===== config.mk =====
export PLATFORM = sky130hd
export DESIGN_NAME = sio_cfg_port
export DESIGN_NICKNAME = d
export VERILOG_FILES = /design/src/rtl/sio_cfg_pkg.sv /design/src/rtl/sio_key_match.sv /design/src/rtl/sio_port_decode.sv /design/src/rtl/sio_cfg_regs.sv /design/src/rtl/sio_cfg_port.sv
export SDC_FILE = /design/constraint.sdc
export NUM_CORES = 1
export LEC_CHECK = 0
export ABC_AREA = 1
export CAP_MARGIN = 10
export CORE_AREA = 3 3 102 85
export CTS_CLUSTER_SIZE = 28
export DETAILED_ROUTE_END_ITERATION = 8
export DIE_AREA = 0 0 105 88
export DONT_BUFFER_PORTS = 1
export GPL_TIMING_DRIVEN = 1
export PLACE_DENSITY = 0.42
export SYNTH_ARGS = -nofsm -noshare
export SYNTH_HDL_FRONTEND = slang
export SYNTH_HIERARCHICAL = 1
export SYNTH_SLANG_ARGS = --single-unit

===== constraint.sdc =====
create_clock -name clk -period 2.1 [get_ports clk]
set_input_delay 0 -clock clk [delete_from_list [all_inputs] [get_ports clk]]
set_output_delay 0 -clock clk [all_outputs]
set_load 0.01 [all_outputs]

===== src/rtl/sio_cfg_pkg.sv =====
package sio_cfg_pkg;
   localparam int KEY_LEN = 4;
   localparam logic [7:0] KEY_BYTE0    = 8'h87;
   localparam logic [7:0] KEY_BYTE1    = 8'h01;
   localparam logic [7:0] KEY_BYTE2    = 8'h55;
   localparam logic [7:0] KEY_LAST_PRI = 8'h55;
   localparam logic [7:0] KEY_LAST_ALT = 8'hAA;

   localparam logic [7:0] BASE_PRI = 8'h2E;
   localparam logic [7:0] BASE_ALT = 8'h4E;

   localparam logic [7:0] IX_EXIT    = 8'h02;
   localparam logic [7:0] IX_LDN     = 8'h07;
   localparam logic [7:0] IX_CHIPSEL = 8'h22;
   localparam logic [7:0] IX_SUSP    = 8'h23;
   localparam logic [7:0] IX_CLKSEL  = 8'h24;
   localparam logic [7:0] IX_ACT     = 8'h30;

   localparam logic [7:0] RD_FLOAT = 8'hFF;
   localparam logic [7:0] RD_EMPTY = 8'h00;

   function automatic logic [7:0] key_byte(input logic [1:0] step);
      case (step)
         2'd0:    key_byte = KEY_BYTE0;
         2'd1:    key_byte = KEY_BYTE1;
         default: key_byte = KEY_BYTE2;
      endcase
   endfunction
endpackage


===== src/rtl/sio_key_match.sv =====
module sio_key_match
   import sio_cfg_pkg::*;
#(
   parameter int ADDR_W = 8
) (
   input  logic              clk,
   input  logic              rst_n,
   input  logic              armed,
   input  logic              wr,
   input  logic [ADDR_W-1:0] addr,
   input  logic [7:0]        wdata,
   output logic              hit_pri,
   output logic              hit_alt
);
   localparam int STEP_W = $clog2(KEY_LEN);
   localparam logic [STEP_W-1:0] LAST_STEP = STEP_W'(KEY_LEN - 1);

   logic [STEP_W-1:0] step_q, step_d;
   logic              key_wr;
   logic [STEP_W-1:0] restart;

   initial assert (ADDR_W >= 8) else $error("ADDR_W must be at least 8");

   assign key_wr  = armed && wr && (addr == ADDR_W'(BASE_PRI));
   assign restart = (wdata == KEY_BYTE0) ? STEP_W'(1) : '0;

   always_comb begin
      step_d  = step_q;
      hit_pri = 1'b0;
      hit_alt = 1'b0;
      if (!armed) begin
         step_d = '0;
      end else if (key_wr) begin
         if (step_q == LAST_STEP) begin
            if (wdata == KEY_LAST_PRI) begin
               hit_pri = 1'b1;
               step_d  = '0;
            end else if (wdata == KEY_LAST_ALT) begin
               hit_alt = 1'b1;
               step_d  = '0;
            end else begin
               step_d = restart;
            end
         end else if (wdata == key_byte(2'(step_q))) begin
            step_d = step_q + STEP_W'(1);
         end else begin
            step_d = restart;
         end
      end
   end

   always_ff @(posedge clk) begin
      if (!rst_n) step_q <= '0;
      else        step_q <= step_d;
   end

   AST_KEY_BREAK_87: assert property (@(posedge clk) disable iff (!rst_n)
      (key_wr && step_q != '0 && step_q != LAST_STEP && wdata == KEY_BYTE0
       && step_q != STEP_W'(1)) |=> (step_q == STEP_W'(1)))
      else $error("key restart on 0x87 failed");
endmodule


===== src/rtl/sio_port_decode.sv =====
module sio_port_decode
   import sio_cfg_pkg::*;
#(
   parameter int ADDR_W   = 8,
   parameter bit ALT_BASE = 1'b1
) (
   input  logic              cfg_on,
   input  logic              base_alt,
   input  logic [ADDR_W-1:0] addr,
   output logic              idx_hit,
   output logic              dat_hit
);
   logic [ADDR_W-1:0] base;

   generate
      if (ALT_BASE) begin : g_two_bases
         assign base = base_alt ? ADDR_W'(BASE_ALT) : ADDR_W'(BASE_PRI);
      end else begin : g_one_base
         assign base = ADDR_W'(BASE_PRI);
      end
   endgenerate

   assign idx_hit = cfg_on && (addr == base);
   assign dat_hit = cfg_on && (addr == base + ADDR_W'(1));
endmodule


===== src/rtl/sio_cfg_regs.sv =====
module sio_cfg_regs
   import sio_cfg_pkg::*;
#(
   parameter int NUM_DEV = 4
) (
   input  logic               clk,
   input  logic               rst_n,
   input  logic               wr,
   input  logic               idx_hit,
   input  logic               dat_hit,
   input  logic [7:0]         wdata,
   input  logic               chip_strap,
   output logic [7:0]         rdata,
   output logic               exit_stb,
   output logic [NUM_DEV-1:0] dev_en,
   output logic               clk_sel,
   output logic               susp
);
   localparam int LDN_W = 8;

   logic [7:0]         idx_q;
   logic [LDN_W-1:0]   ldn_q;
   logic               csel_bit_q, csel_wr_q;
   logic               susp_q, clk_q;
   logic [NUM_DEV-1:0] act_q, act_nx;
   logic               accept, wr_idx, wr_dat, wr_ok, ldn_ok, act_sel;

   initial assert (NUM_DEV >= 1 && NUM_DEV <= 256)
      else $error("NUM_DEV out of range");

   assign accept = !csel_wr_q || (csel_bit_q == chip_strap);
   assign wr_idx = wr && idx_hit;
   assign wr_dat = wr && dat_hit;
   assign wr_ok  = wr_dat && accept;
   assign ldn_ok = {1'b0, ldn_q} < 9'(NUM_DEV);
   assign exit_stb = wr_dat && (idx_q == IX_EXIT) && wdata[1];

   generate
      for (genvar d = 0; d < NUM_DEV; d++) begin : g_dev
         assign act_nx[d] = (wr_ok && idx_q == IX_ACT && ldn_q == LDN_W'(d))
                            ? wdata[0] : act_q[d];
      end
   endgenerate

   always_comb begin
      act_sel = 1'b0;
      for (int d = 0; d < NUM_DEV; d++) begin
         if (ldn_q == LDN_W'(d)) act_sel = act_q[d];
      end
   end

   always_ff @(posedge clk) begin
      if (!rst_n) begin
         idx_q      <= '0;
         ldn_q      <= '0;
         csel_bit_q <= 1'b0;
         csel_wr_q  <= 1'b0;
         susp_q     <= 1'b0;
         clk_q      <= 1'b0;
         act_q      <= '0;
      end else begin
         act_q <= act_nx;
         if (wr_idx) idx_q <= wdata;
         if (wr_dat && idx_q == IX_CHIPSEL) begin
            csel_bit_q <= wdata[7];
            csel_wr_q  <= 1'b1;
         end
         if (wr_ok && idx_q == IX_LDN)    ldn_q  <= wdata;
         if (wr_ok && idx_q == IX_SUSP)   susp_q <= wdata[0];
         if (wr_ok && idx_q == IX_CLKSEL) clk_q  <= wdata[0];
      end
   end

   always_comb begin
      rdata = RD_FLOAT;
      if (idx_hit) begin
         rdata = idx_q;
      end else if (dat_hit && accept) begin
         case (idx_q)
            IX_EXIT:    rdata = RD_FLOAT;
            IX_LDN:     rdata = ldn_q;
            IX_CHIPSEL: rdata = {csel_bit_q, 7'b0};
            IX_SUSP:    rdata = {7'b0, susp_q};
            IX_CLKSEL:  rdata = {7'b0, clk_q};
            IX_ACT:     rdata = ldn_ok ? {7'b0, act_sel} : RD_EMPTY;
            default:    rdata = RD_EMPTY;
         endcase
      end
   end

   assign dev_en  = act_q;
   assign clk_sel = clk_q;
   assign susp    = susp_q;

   AST_LOCKED_HOLD: assert property (@(posedge clk) disable iff (!rst_n)
      (wr && !idx_hit && !dat_hit) |=> ($stable(idx_q) && $stable(ldn_q)))
      else $error("register changed on unclaimed write");
   AST_FOREIGN_HOLD: assert property (@(posedge clk) disable iff (!rst_n)
      (wr_dat && csel_wr_q && csel_bit_q != chip_strap && idx_q != IX_CHIPSEL)
      |=> ($stable(ldn_q) && $stable(clk_q) && $stable(susp_q) && $stable(act_q)))
      else $error("foreign chip accepted a write");
   AST_BAD_LDN_HOLD: assert property (@(posedge clk) disable iff (!rst_n)
      !ldn_ok |=> $stable(act_q))
      else $error("enable changed with invalid device number");
endmodule


===== src/rtl/sio_cfg_port.sv =====
module sio_cfg_port
   import sio_cfg_pkg::*;
#(
   parameter int ADDR_W   = 8,
   parameter int NUM_DEV  = 4,
   parameter bit ALT_BASE = 1'b1
) (
   input  logic               clk,
   input  logic               rst_n,
   input  logic               bus_wr,
   input  logic               bus_rd,
   input  logic [ADDR_W-1:0]  bus_addr,
   input  logic [7:0]         bus_wdata,
   output logic [7:0]         bus_rdata,
   input  logic               chip_strap,
   output logic [NUM_DEV-1:0] dev_enable,
   output logic               clk_sel_24m,
   output logic               soft_suspend,
   output logic               cfg_active
);
   logic cfg_on_q, base_alt_q;
   logic hit_pri, hit_alt, hit_alt_used;
   logic idx_hit, dat_hit, exit_stb;
   logic [7:0] reg_rdata;

   assign hit_alt_used = ALT_BASE ? hit_alt : 1'b0;

   sio_key_match #(.ADDR_W(ADDR_W)) u_key (
      .clk     (clk),
      .rst_n   (rst_n),
      .armed   (!cfg_on_q),
      .wr      (bus_wr),
      .addr    (bus_addr),
      .wdata   (bus_wdata),
      .hit_pri (hit_pri),
      .hit_alt (hit_alt)
   );

   sio_port_decode #(.ADDR_W(ADDR_W), .ALT_BASE(ALT_BASE)) u_dec (
      .cfg_on   (cfg_on_q),
      .base_alt (base_alt_q),
      .addr     (bus_addr),
      .idx_hit  (idx_hit),
      .dat_hit  (dat_hit)
   );

   sio_cfg_regs #(.NUM_DEV(NUM_DEV)) u_regs (
      .clk        (clk),
      .rst_n      (rst_n),
      .wr         (bus_wr),
      .idx_hit    (idx_hit),
      .dat_hit    (dat_hit),
      .wdata      (bus_wdata),
      .chip_strap (chip_strap),
      .rdata      (reg_rdata),
      .exit_stb   (exit_stb),
      .dev_en     (dev_enable),
      .clk_sel    (clk_sel_24m),
      .susp       (soft_suspend)
   );

   always_ff @(posedge clk) begin
      if (!rst_n) begin
         cfg_on_q   <= 1'b0;
         base_alt_q <= 1'b0;
      end else if (hit_pri || hit_alt_used) begin
         cfg_on_q   <= 1'b1;
         base_alt_q <= hit_alt_used;
      end else if (exit_stb) begin
         cfg_on_q <= 1'b0;
      end
   end

   assign bus_rdata  = (bus_rd && (idx_hit || dat_hit)) ? reg_rdata : RD_FLOAT;
   assign cfg_active = cfg_on_q;

   AST_UNLOCK_ENTERS: assert property (@(posedge clk) disable iff (!rst_n)
      (hit_pri || hit_alt_used) |=> cfg_on_q)
      else $error("key accepted but not unlocked");
   AST_ALT_BASE: assert property (@(posedge clk) disable iff (!rst_n)
      hit_alt_used |=> base_alt_q)
      else $error("alternate key did not move base");
   AST_EXIT_LOCKS: assert property (@(posedge clk) disable iff (!rst_n)
      exit_stb |=> !cfg_on_q)
      else $error("exit command did not lock");
   AST_LOCKED_FLOAT: assert property (@(posedge clk) disable iff (!rst_n)
      (!cfg_on_q && bus_rd) |-> (bus_rdata == RD_FLOAT))
      else $error("locked read returned data");
endmodule


Word level (Yosys, flattened, before mapping)
Index checks and enable logic that the tools add are counted.
- add/subtract/negate cells: 2
- eq/ne operators: 19
- bitwise gates (word level): 1
- reductions and logical operators: 29
- mux-type cells: 30
- $lt $le $gt $ge: 1
- operators by type and width (kind ; number):
    $mux 8 ; 6
    $pmux 8 s6 ; 1
    $eq 8x6->1 const B ; 5
    $eq 8x2->1 const B ; 3
    $eq 8x8->1 ; 3
    $logic_and 1x1->1 ; 20
    $mux 1 ; 17
    $eq 8x8->1 const B ; 2
    $pmux 8 s2 ; 1
    $add 8x1->8 const B ; 1
    $eq 8x1->1 const B ; 1
    $eq 8x3->1 const B ; 1
    $eq 8x7->1 const B ; 1
    $logic_not 8->1 ; 1
    $lt 8x3->1 const B ; 1
    $mux 2 ; 4
    $mux 7 ; 1
    $logic_or 1x1->1 ; 3
    $add 2x1->2 const B ; 1
    $eq 2x1->1 const B ; 1
    $eq 2x2->1 const B ; 1
    $logic_not 1->1 ; 2
    $logic_not 2->1 ; 1
    $reduce_bool 2->1 ; 1
    other kinds (3) ; 3
- register bits after elaboration: 28
- word-level logic and storage cells: 95
- input bits: 21
- output and inout port bits: 15

Longest topological paths before layout
Gate-level depths: netlist of the first run.
- word-level depth: 10
- gate-level depth with buffers: 14
- gate-level depth less buffers: 14

By module
The synthesis of the first run kept the hierarchy.
- modules (own cells, without submodules) (module ; cells an instance ; times used ; area each (µm²) ; seq. area each (µm²)):
    sio_cfg_regs ; 193 ; 1 ; 1266.2 ; 480.5
    sio_key_match ; 69 ; 1 ; 397.9 ; 40.0
    sio_cfg_port ; 31 ; 1 ; 172.7 ; 40.0
    sio_port_decode ; 16 ; 1 ; 65.1 ; 0.0

Worst setup path before layout of the first run
Ideal clock, no wire load.
- path kind: register to register
- start point: reg cfg_on_q, in the netlist cfg_active
- end point: reg u_regs.act_q[3], in the netlist u_regs/dev_en[3]
- arrival: 1.466 ns
- period minus slack after synthesis: 1.536 ns
- setup slack: 0.564 ns
- buffers on the path: 0
- library setup time: 0.070 ns
- required time: 2.030 ns
- cell stages (with the launch flop): 13
- cells stage by stage: dfxtp_1 nand2_1 nor2_2 nand2_1 nor2_1 nand2_1 inv_1 nand2_1 inv_1 nand2_1 nor2_1 o21ai_0 a21oi_1
- cells in the longest elaborated chain, start to end: 5
- RTL lines (item ; line ; source):
    from (decl) ; sio_cfg_port.sv:21 ; logic cfg_on_q, base_alt_q;
    from (signal assigned) ; sio_cfg_port.sv:64 ; cfg_on_q <= 1'b0;
    from (signal assigned) ; sio_cfg_port.sv:67 ; cfg_on_q <= 1'b1;
    from (signal assigned) ; sio_cfg_port.sv:70 ; cfg_on_q <= 1'b0;
    $logic_and 1x1->1 ; sio_port_decode.sv:24 ; assign dat_hit = cfg_on && (addr == base + ADDR_W'(1));
    net dat_hit ; sio_cfg_port.sv:23 ; logic idx_hit, dat_hit, exit_stb;
    $logic_and 1x1->1 ; sio_cfg_regs.sv:33 ; assign wr_dat = wr && dat_hit;
    $logic_and 1x1->1 ; sio_cfg_regs.sv:34 ; assign wr_ok = wr_dat && accept;
    $logic_and 1x1->1 (2 in a row) ; sio_cfg_regs.sv:40 ; assign act_nx[d] = (wr_ok && idx_q == IX_ACT && ldn_q == LDN_W'(d))
    to (signal assigned) ; sio_cfg_regs.sv:62 ; act_q <= act_nx;
    to (decl) ; sio_cfg_regs.sv:25 ; logic [NUM_DEV-1:0] act_q, act_nx;
The timed path passes the listed nets, and every way through them passes these cells.
A chain may end at the register's enable or synchronous reset.

Worst setup path in the final report of the first run
- start point: reg cfg_on_q, in the netlist cfg_active
- end point: out bus_rdata[1]
- cells in the longest elaborated chain, start to end: 5
- elaborated cells between the ends (all ways): 8
- those cells by class: 3 x mux; 5 x reduce/logical
- RTL lines (item ; line ; source):
    $logic_and 1x1->1 ; sio_port_decode.sv:24 ;
    net dat_hit ; sio_cfg_port.sv:23 ;
    $logic_and 1x1->1 ; sio_cfg_regs.sv:78 ; end else if (dat_hit && accept) begin
    $mux 8 ; sio_cfg_regs.sv:78 ;
    $mux 8 ; sio_cfg_regs.sv:76 ; if (idx_hit) begin
    net reg_rdata[1] ; sio_cfg_port.sv:24 ; logic [7:0] reg_rdata;
    $mux 8 ; sio_cfg_port.sv:74 ; assign bus_rdata = (bus_rd && (idx_hit || dat_hit)) ? reg_rdata : RD_FLOAT;
    to (decl) ; sio_cfg_port.sv:14 ; output logic [7:0] bus_rdata,
The timed path passes the listed nets, and every way through them passes these cells.

==> results of run 1 <==
cell families after synthesis:
family / after synthesis / share of synthesized area, %
AND/OR/NAND/NOR: 153 / 38.7
flip-flops: 28 / 29.5
buffers and inverters: 66 / 13.9
adder cells (fa/ha/maj): 3 / 1.97
AO/OA/AOI/OAI: 59 / 16.0
report_power, final:
part / internal (mW) / leakage [nW] / total (mW) / switching (mW)
registers: 0.531 / 0.225 / 0.531 / 0.000110
logic: 0.0271 / 0.683 / 0.0691 / 0.0420
clock network: 0.256 / 0.0357 / 0.439 / 0.183
total: 0.813 / 0.944 / 1.04 / 0.225
metrics by stage:
step / TNS, ps / setup slack (ps)
final: 0 / 219
after global routing: -19.0 / -19.0
after CTS: 0 / 145
after detailed placement: 0 / 414
after global placement: 0 / 424
after floorplan: 0 / 564
per-layer routing:
layer / routed length [µm] / vias up / track usage [%]
met5: 0 / - / 0
met4: 53 / 0 / 3.81
met3: 292 / 4 / 3.10
met2: 2300 / 38 / 18.8
met1: 3010 / 841 / 18.7
li1: - / 1007 / -
worst min-delay path: cells and delay by family:
kind            cells  cell delay (ps)
compound gates      1              130
simple gates        2              130
cells in the final DEF, fill, tap and decap left out, types with 2 or more instances in the layout:
| cell | Yosys | routed |
|---|---|---|
| nor4_1 | 2 | 2 |
| nand3_1 | 29 | 29 |
| inv_1 | 53 | 53 |
| dlygate4sd3_1 | 0 | 9 |
| nand3_2 | 2 | 2 |
| a21oi_2 | 1 | 3 |
| nand2_4 | 2 | 2 |
| o21ai_0 | 22 | 22 |
| a21oi_1 | 34 | 32 |
| inv_2 | 5 | 5 |
| nor2_2 | 2 | 4 |
| dfxtp_1 | 28 | 28 |
| nor3_2 | 3 | 3 |
| clkbuf_8 | 0 | 3 |
| nor2_1 | 47 | 45 |
| nand2_2 | 3 | 3 |
| nand2_1 | 48 | 48 |
| ha_1 | 3 | 3 |
| nor2_4 | 3 | 3 |
| buf_4 | 0 | 2 |
| nand4_1 | 5 | 5 |
| nor3_1 | 3 | 3 |
final timing paths:
kind,start,end,slack [ps],depth (start not counted)
worst max-delay path,cfg_active,bus_rdata[1],220,11
worst min-delay path,bus_wr,u_key/step_q[1],10,3
worst max register to register,cfg_active,u_regs/dev_en[3],400,12
worst min register to register,u_regs/csel_wr_q,u_regs/csel_wr_q,460,2
cell type report:
type                    count  area (µm²)  share of cell area, %
inverters                  60         230                   10.5
flip-flops and latches     28         561                   25.6
clock buffers               3        41.3                   1.88
clock inverters             1        30.0                   1.37
well taps                 108         135                   6.16
repair buffers             11         105                   4.79
multi-input cells         215        1090                   49.7
state kept, by name, summed over array words and instances, names as in the netlist:
register           count
u_regs/csel_wr_q       1
cfg_active             1
u_regs/idx_q           8
u_regs/clk_sel         1
u_key/step_q           2
base_alt_q             1
u_regs/susp            1
u_regs/ldn_q           8
u_regs/dev_en          4
u_regs/csel_bit_q      1
repair_timing:
item / 4_1_cts / 5_1_grt
endpoints found under the hold margin: 28 / 0
setup endpoints to repair: 0 / 8
gates resized for setup: 0 / 4
setup buffers: 0 / 0
hold buffers: 9 / 0
==> results.yml, run 1 <==
logic_synthesis:
  synthTopCellsByCount: "53 x inv_1, 48 x nand2_1, 47 x nor2_1"
  netlist_instances: 309
  async_reset_ff_share_pct: 0
  synth_top_cell_by_area: "dfxtp_1"
  ys_seq_elements: 28
  synth_most_common_cell: "inv_1"
  synth-edff-count: 0
  yosys_warnings: 6
  synth.net_count: 333
  ys_seq_area_share_pct: 29.5
  postSynthAreaPerCell_um2: 6.15
  syn_area_um2: 1900
  ys.flop_type: "dfxtp_1"
  synth_top_area_share_pct: 29.5
  synthTopCellsByArea: "dfxtp_1 29%, inv_1 10%, nand2_1 9.5%"
  ys_types: 32
global_route:
  gr-usage-all-layers_pct: 12.9
  grt_pass1_wl_mm: 9.26
  grt_antenna_before_repair: 0
  grt_pass1_vias: 1739
  grt_start_max_net_pins: 24
  grt_overflow: 0
drt:
  dr.pass1.iters: 4
  vias: 1890
  drt_drc_violations_left: 0
  drt_iter0_markers: 142
  viasPerCell: 4.44
  finalWirelength_mm: 5.66
  antenna_left: 0
  wire_per_inst_um: 13.3
critical_path:
  crit_path_max_incr_delay_ps: 350
  endpoint_kind: "output port"
  start_kind: "register"
  crit_path_frequent_cell: "nor2_2"
  critical_path.top_delay_family: "simple AND/OR/NAND/NOR gates"
  slowest_stage: "dfxtp_1"
  crit_buf_inv: 2
  required_ps: 2100
  crit_type: "reg -> out"
  worstPathArrival_ps: 1880
  crit_chain: "nand2_1 > nor2_2 > nand2_1 > nor2_2 > nand3_1 > nor2_2 > inv_2 > a21oi_1 > a21oi_1 > inv_1 > nand3_1"
  worstPathMaxFanout: 7
clocking:
  clkLatencyLatePin_ps: 280
  cts_tree: "yes"
  clkSinkCount: 28
  cts_buffer_depth: 2
  clk_pin_slew_ps: 100
  cts-root-buf: "clkbuf_8"
  htree_levels: 1
  cts_buffers: 3
timing:
  fin_crit_sh_pct: 89.6
  period_minus_slack_ps: 1880
  relSlewSlack_pct: 43.6
  fin_skew_ps: 8.30
  setup_violations: 0
  worstMarginPinSlew_ps: 844
  whs_ps: 14.7
  final-hold-violation-count: 0
  timing.fmax_mhz: 532
  slew_viol_final: 0
layout:
  fillCellCount: 887
  fin_util_pct: 28.2
  fin_cells: 426
  drive_above_1_share_pct: 10.4
  antenna_cells: 0
  finish.instance_area_um2: 2190
  areaGrowthSynthToFinish_pct: 15.3
  nets: 343
die:
  die_w_um: 105
  start_util_pct: 24.5
  dieArea_um2: 9240
  fp.coreArea_um2: 7760
  placementRows: 29
  chipHeight_um: 88
  io_pins: 36
pwr:
  leakage_nw: 0.944
  total_power_mw: 1.04
  peakVddDrop_mv: 0.274
  power_density_nw_per_um2: 474
placement:
  post-dp-hpwl_mm: 4.31
  gp_congestion: 0.888
  portBuffers: 0
  place_inst: 413
  dpl-instance-area_um2: 2020
flow_run:
  cap_violations: 0
hold_path:
  hold_path_class: "in -> reg"
outcome:
  status: "finished, final reports clean"
Note: power is estimated with default switching activity, not from simulation.
==> run 2, diff against run 1 <==
- CORE_AREA: 3 3 102 85 -> 3 3 105 87
- DIE_AREA: 0 0 105 88 -> 0 0 108 90
- SYNTH_HIERARCHICAL: 1 -> default
==> run 2 against run 1 <==
Area after synthesis rose by 6.0%. Clock-buffer cell count did not move. Core utilization rose by 0.98 points. Final cell count rose by 3.1%. Via count rose by 4.4%. Flip-flop and latch count did not move. Synthesized cell count rose by 2.3%. Non-clock buffer count rose by 6. Largest cell class unchanged.
==> results.yml, run 2 <==
clocking:
  cts_buffer_depth: 2
  clkLatencyLatePin_ps: 280
  cts-root-buf: "clkbuf_8"
  clk_pin_slew_ps: 110
  cts_tree: "yes"
  clkSinkCount: 28
  cts_buffers: 3
  htree_levels: 1
hold_path:
  worstHoldStart: "bus_wdata[0]"
  whs_path_depth: 4
  hold_path_class: "in -> reg"
  min_to: "u_regs.dev_en[1]"
timing:
  finalWorstSetupSlack_ps: 130
  timing.fmax_mhz: 508
  worstMarginPinSlew_ps: 938
  period_minus_slack_ps: 1970
  setup_violations: 0
  fin_crit_sh_pct: 93.8
  fin_setup_tns_ps: 0
  final-hold-violation-count: 0
  relSlewSlack_pct: 37.2
  rsz0062_at_grt: "no"
  slew_viol_final: 0
  fin_skew_ps: 4.60
drt:
  drt_iter0_markers: 72
  drt_drc_violations_left: 0
  viasPerCell: 4.50
  antenna_left: 0
  wire_per_inst_um: 13.7
  dr.pass1.iters: 4
  vias: 1974
  finalWirelength_mm: 6.03
critical_path:
  worstPathArrival_ps: 2150
  r2r-start: "u_regs.idx_q[0]"
  r2r_slack_ps: 130
  crit_type: "reg -> reg"
  start_kind: "register"
  required_ps: 2280
  r2r-end: "u_regs.ldn_q[6]"
  r2r_cells: 8
  worstPathMaxFanout: 8
  endpoint_kind: "register"
logic_synthesis:
  synth_top_cell_by_area: "dfxtp_1"
  ys_types: 34
  async_reset_ff_share_pct: 0
  syn_area_um2: 2020
  postSynthAreaPerCell_um2: 6.38
  ys.flop_type: "dfxtp_1"
  ys_seq_area_share_pct: 27.8
  synthTopCellsByCount: "57 x nand2_1, 48 x inv_1, 40 x nor2_1"
  ys_seq_elements: 28
  yosys_warnings: 0
  netlist_instances: 316
  synthTopCellsByArea: "dfxtp_1 28%, nand2_1 11%, a21oi_1 9.7%"
  synth-edff-count: 0
  synth_top_area_share_pct: 27.8
  synth.net_count: 342
  synth_most_common_cell: "nand2_1"
die:
  placementRows: 29
  start_util_pct: 25.1
  die_w_um: 108
  fp.coreArea_um2: 8020
  io_pins: 36
  dieArea_um2: 9720
  chipHeight_um: 90
placement:
  pre_cts_ws_ps: 330
  place_inst: 418
  dpl-instance-area_um2: 2110
  gp_congestion: 0.922
  portBuffers: 0
  post-dp-hpwl_mm: 4.60
global_route:
  grt_pass1_wl_mm: 9.81
  grt_start_max_net_pins: 25
  gr-usage-all-layers_pct: 12.5
  grt_pass1_vias: 1898
  grt_overflow: 0
  grt_antenna_before_repair: 0
outcome:
  status: "finished, final reports clean"
layout:
  mostFrequentLayoutCells: "57 x nand2_1, 48 x inv_1, 40 x nor2_1, 39 x a21oi_1, 27 x dfxtp_1"
  drive_above_1_share_pct: 11.5
  finish.instance_area_um2: 2340
  antenna_cells: 0
  layout_commonest_cell: "nand2_1"
  areaGrowthSynthToFinish_pct: 16.2
  nets: 358
  fin_cells: 439
  fillCellCount: 908
pwr:
  power_density_nw_per_um2: 449
  leakage_nw: 0.996
  p_int_mw: 0.816
  total_power_mw: 1.05
  switching_share_pct: 22.3
  combPwrFrac_pct: 7.4
  pwr-share-clk_pct: 42.1
  peakVddDrop_mv: 0.228
  p_sw_mw: 0.235
  pwr-share-seq_pct: 50.5
flow_run:
  cap_violations: 0
run 2: changes by cell type after synthesis, sizes merged, moves of 2 or more:
cell / previous run / this run
nand2: 53 / 62
inv: 58 / 51
nand3: 31 / 25
a21oi: 35 / 40
nor2: 52 / 47
o21ai: 22 / 27
nand4: 5 / 8
ha: 3 / 5
run 2: final cells by class:
type | instances | area, µm² | area share, %
repair buffers | 17 | 158 | 6.73
clock inverters | 1 | 30.0 | 1.28
well taps | 108 | 135 | 5.77
multi-input cells | 228 | 1210 | 51.8
clock buffers | 3 | 41.3 | 1.76
flip-flops and latches | 28 | 562 | 24.0
inverters | 54 | 204 | 8.71
run 2: routing by layer:
| layer | part of all wire, % | up-vias | global-route usage (%) |
|---|---|---|---|
| li1 | - | 1053 | - |
| met1 | 52 | 882 | 18.1 |
| met2 | 43 | 33 | 19.0 |
| met3 | 4.6 | 6 | 3.30 |
| met4 | 0.93 | 0 | 1.89 |
| met5 | 0 | - | 0 |
run 2: timing repair:
item	4_1_cts	5_1_grt
endpoints found under the setup margin	0	9
setup buffers	0	5
resized for setup	0	1
endpoints found under the hold margin	26	1
hold buffers	11	1
run 2: stage by stage:
| stage | util (%) | hold WS [ps] |
|---|---|---|
| 2_1_floorplan | - | 138 |
| 3_3_place_gp | 26.3 | 127 |
| 3_5_place_dp | 26.3 | 126 |
| 4_1_cts | 28.6 | 7.17 |
| 5_1_grt | 29.2 | 32.9 |
| 6_report | 29.2 | 4.86 |
run 2: worst max-delay path by stage:
stage | endpoint | start | slack [ps]
final | u_regs.ldn_q[6] | u_regs.idx_q[0] | 130
after detailed placement | bus_rdata[1] | cfg_active | 330
after floorplan | u_regs.idx_q[0] | cfg_active | 700
after CTS | bus_rdata[1] | cfg_active | 10
after global placement | bus_rdata[4] | cfg_active | 300
after global routing | u_regs.ldn_q[6] | u_regs.idx_q[6] | 20
run 2: critical path, stage by stage, from the launching register on:
cell and delay [ps]:
dfxtp_1 470, nand2_1 100, nor2_2 150, nand2_2 90, clkinv_2 130, nand4_4 180, o21ai_2 150, dlygate4sd3_1 570
a21oi_1 40
run 2: cells by family after synthesis:
logic type	after synthesis	share of synthesized area, %
buf+inv	60	12.0
simple gates	154	38.8
xor+xnor	1	0.435
fa+ha+maj	5	3.10
flops	28	27.8
compound gates	68	17.8
run 2: power by group through the flow:
stage / Combinational (mW) / Sequential [mW] / Clock (mW)
after floorplan: 0.0465 / 0.543 / 0
after global placement: 0.0436 / 0.543 / 0
after detailed placement: 0.0437 / 0.543 / 0
after CTS: 0.0761 / 0.531 / 0.459
after global routing: 0.0874 / 0.531 / 0.491
final: 0.0782 / 0.531 / 0.442
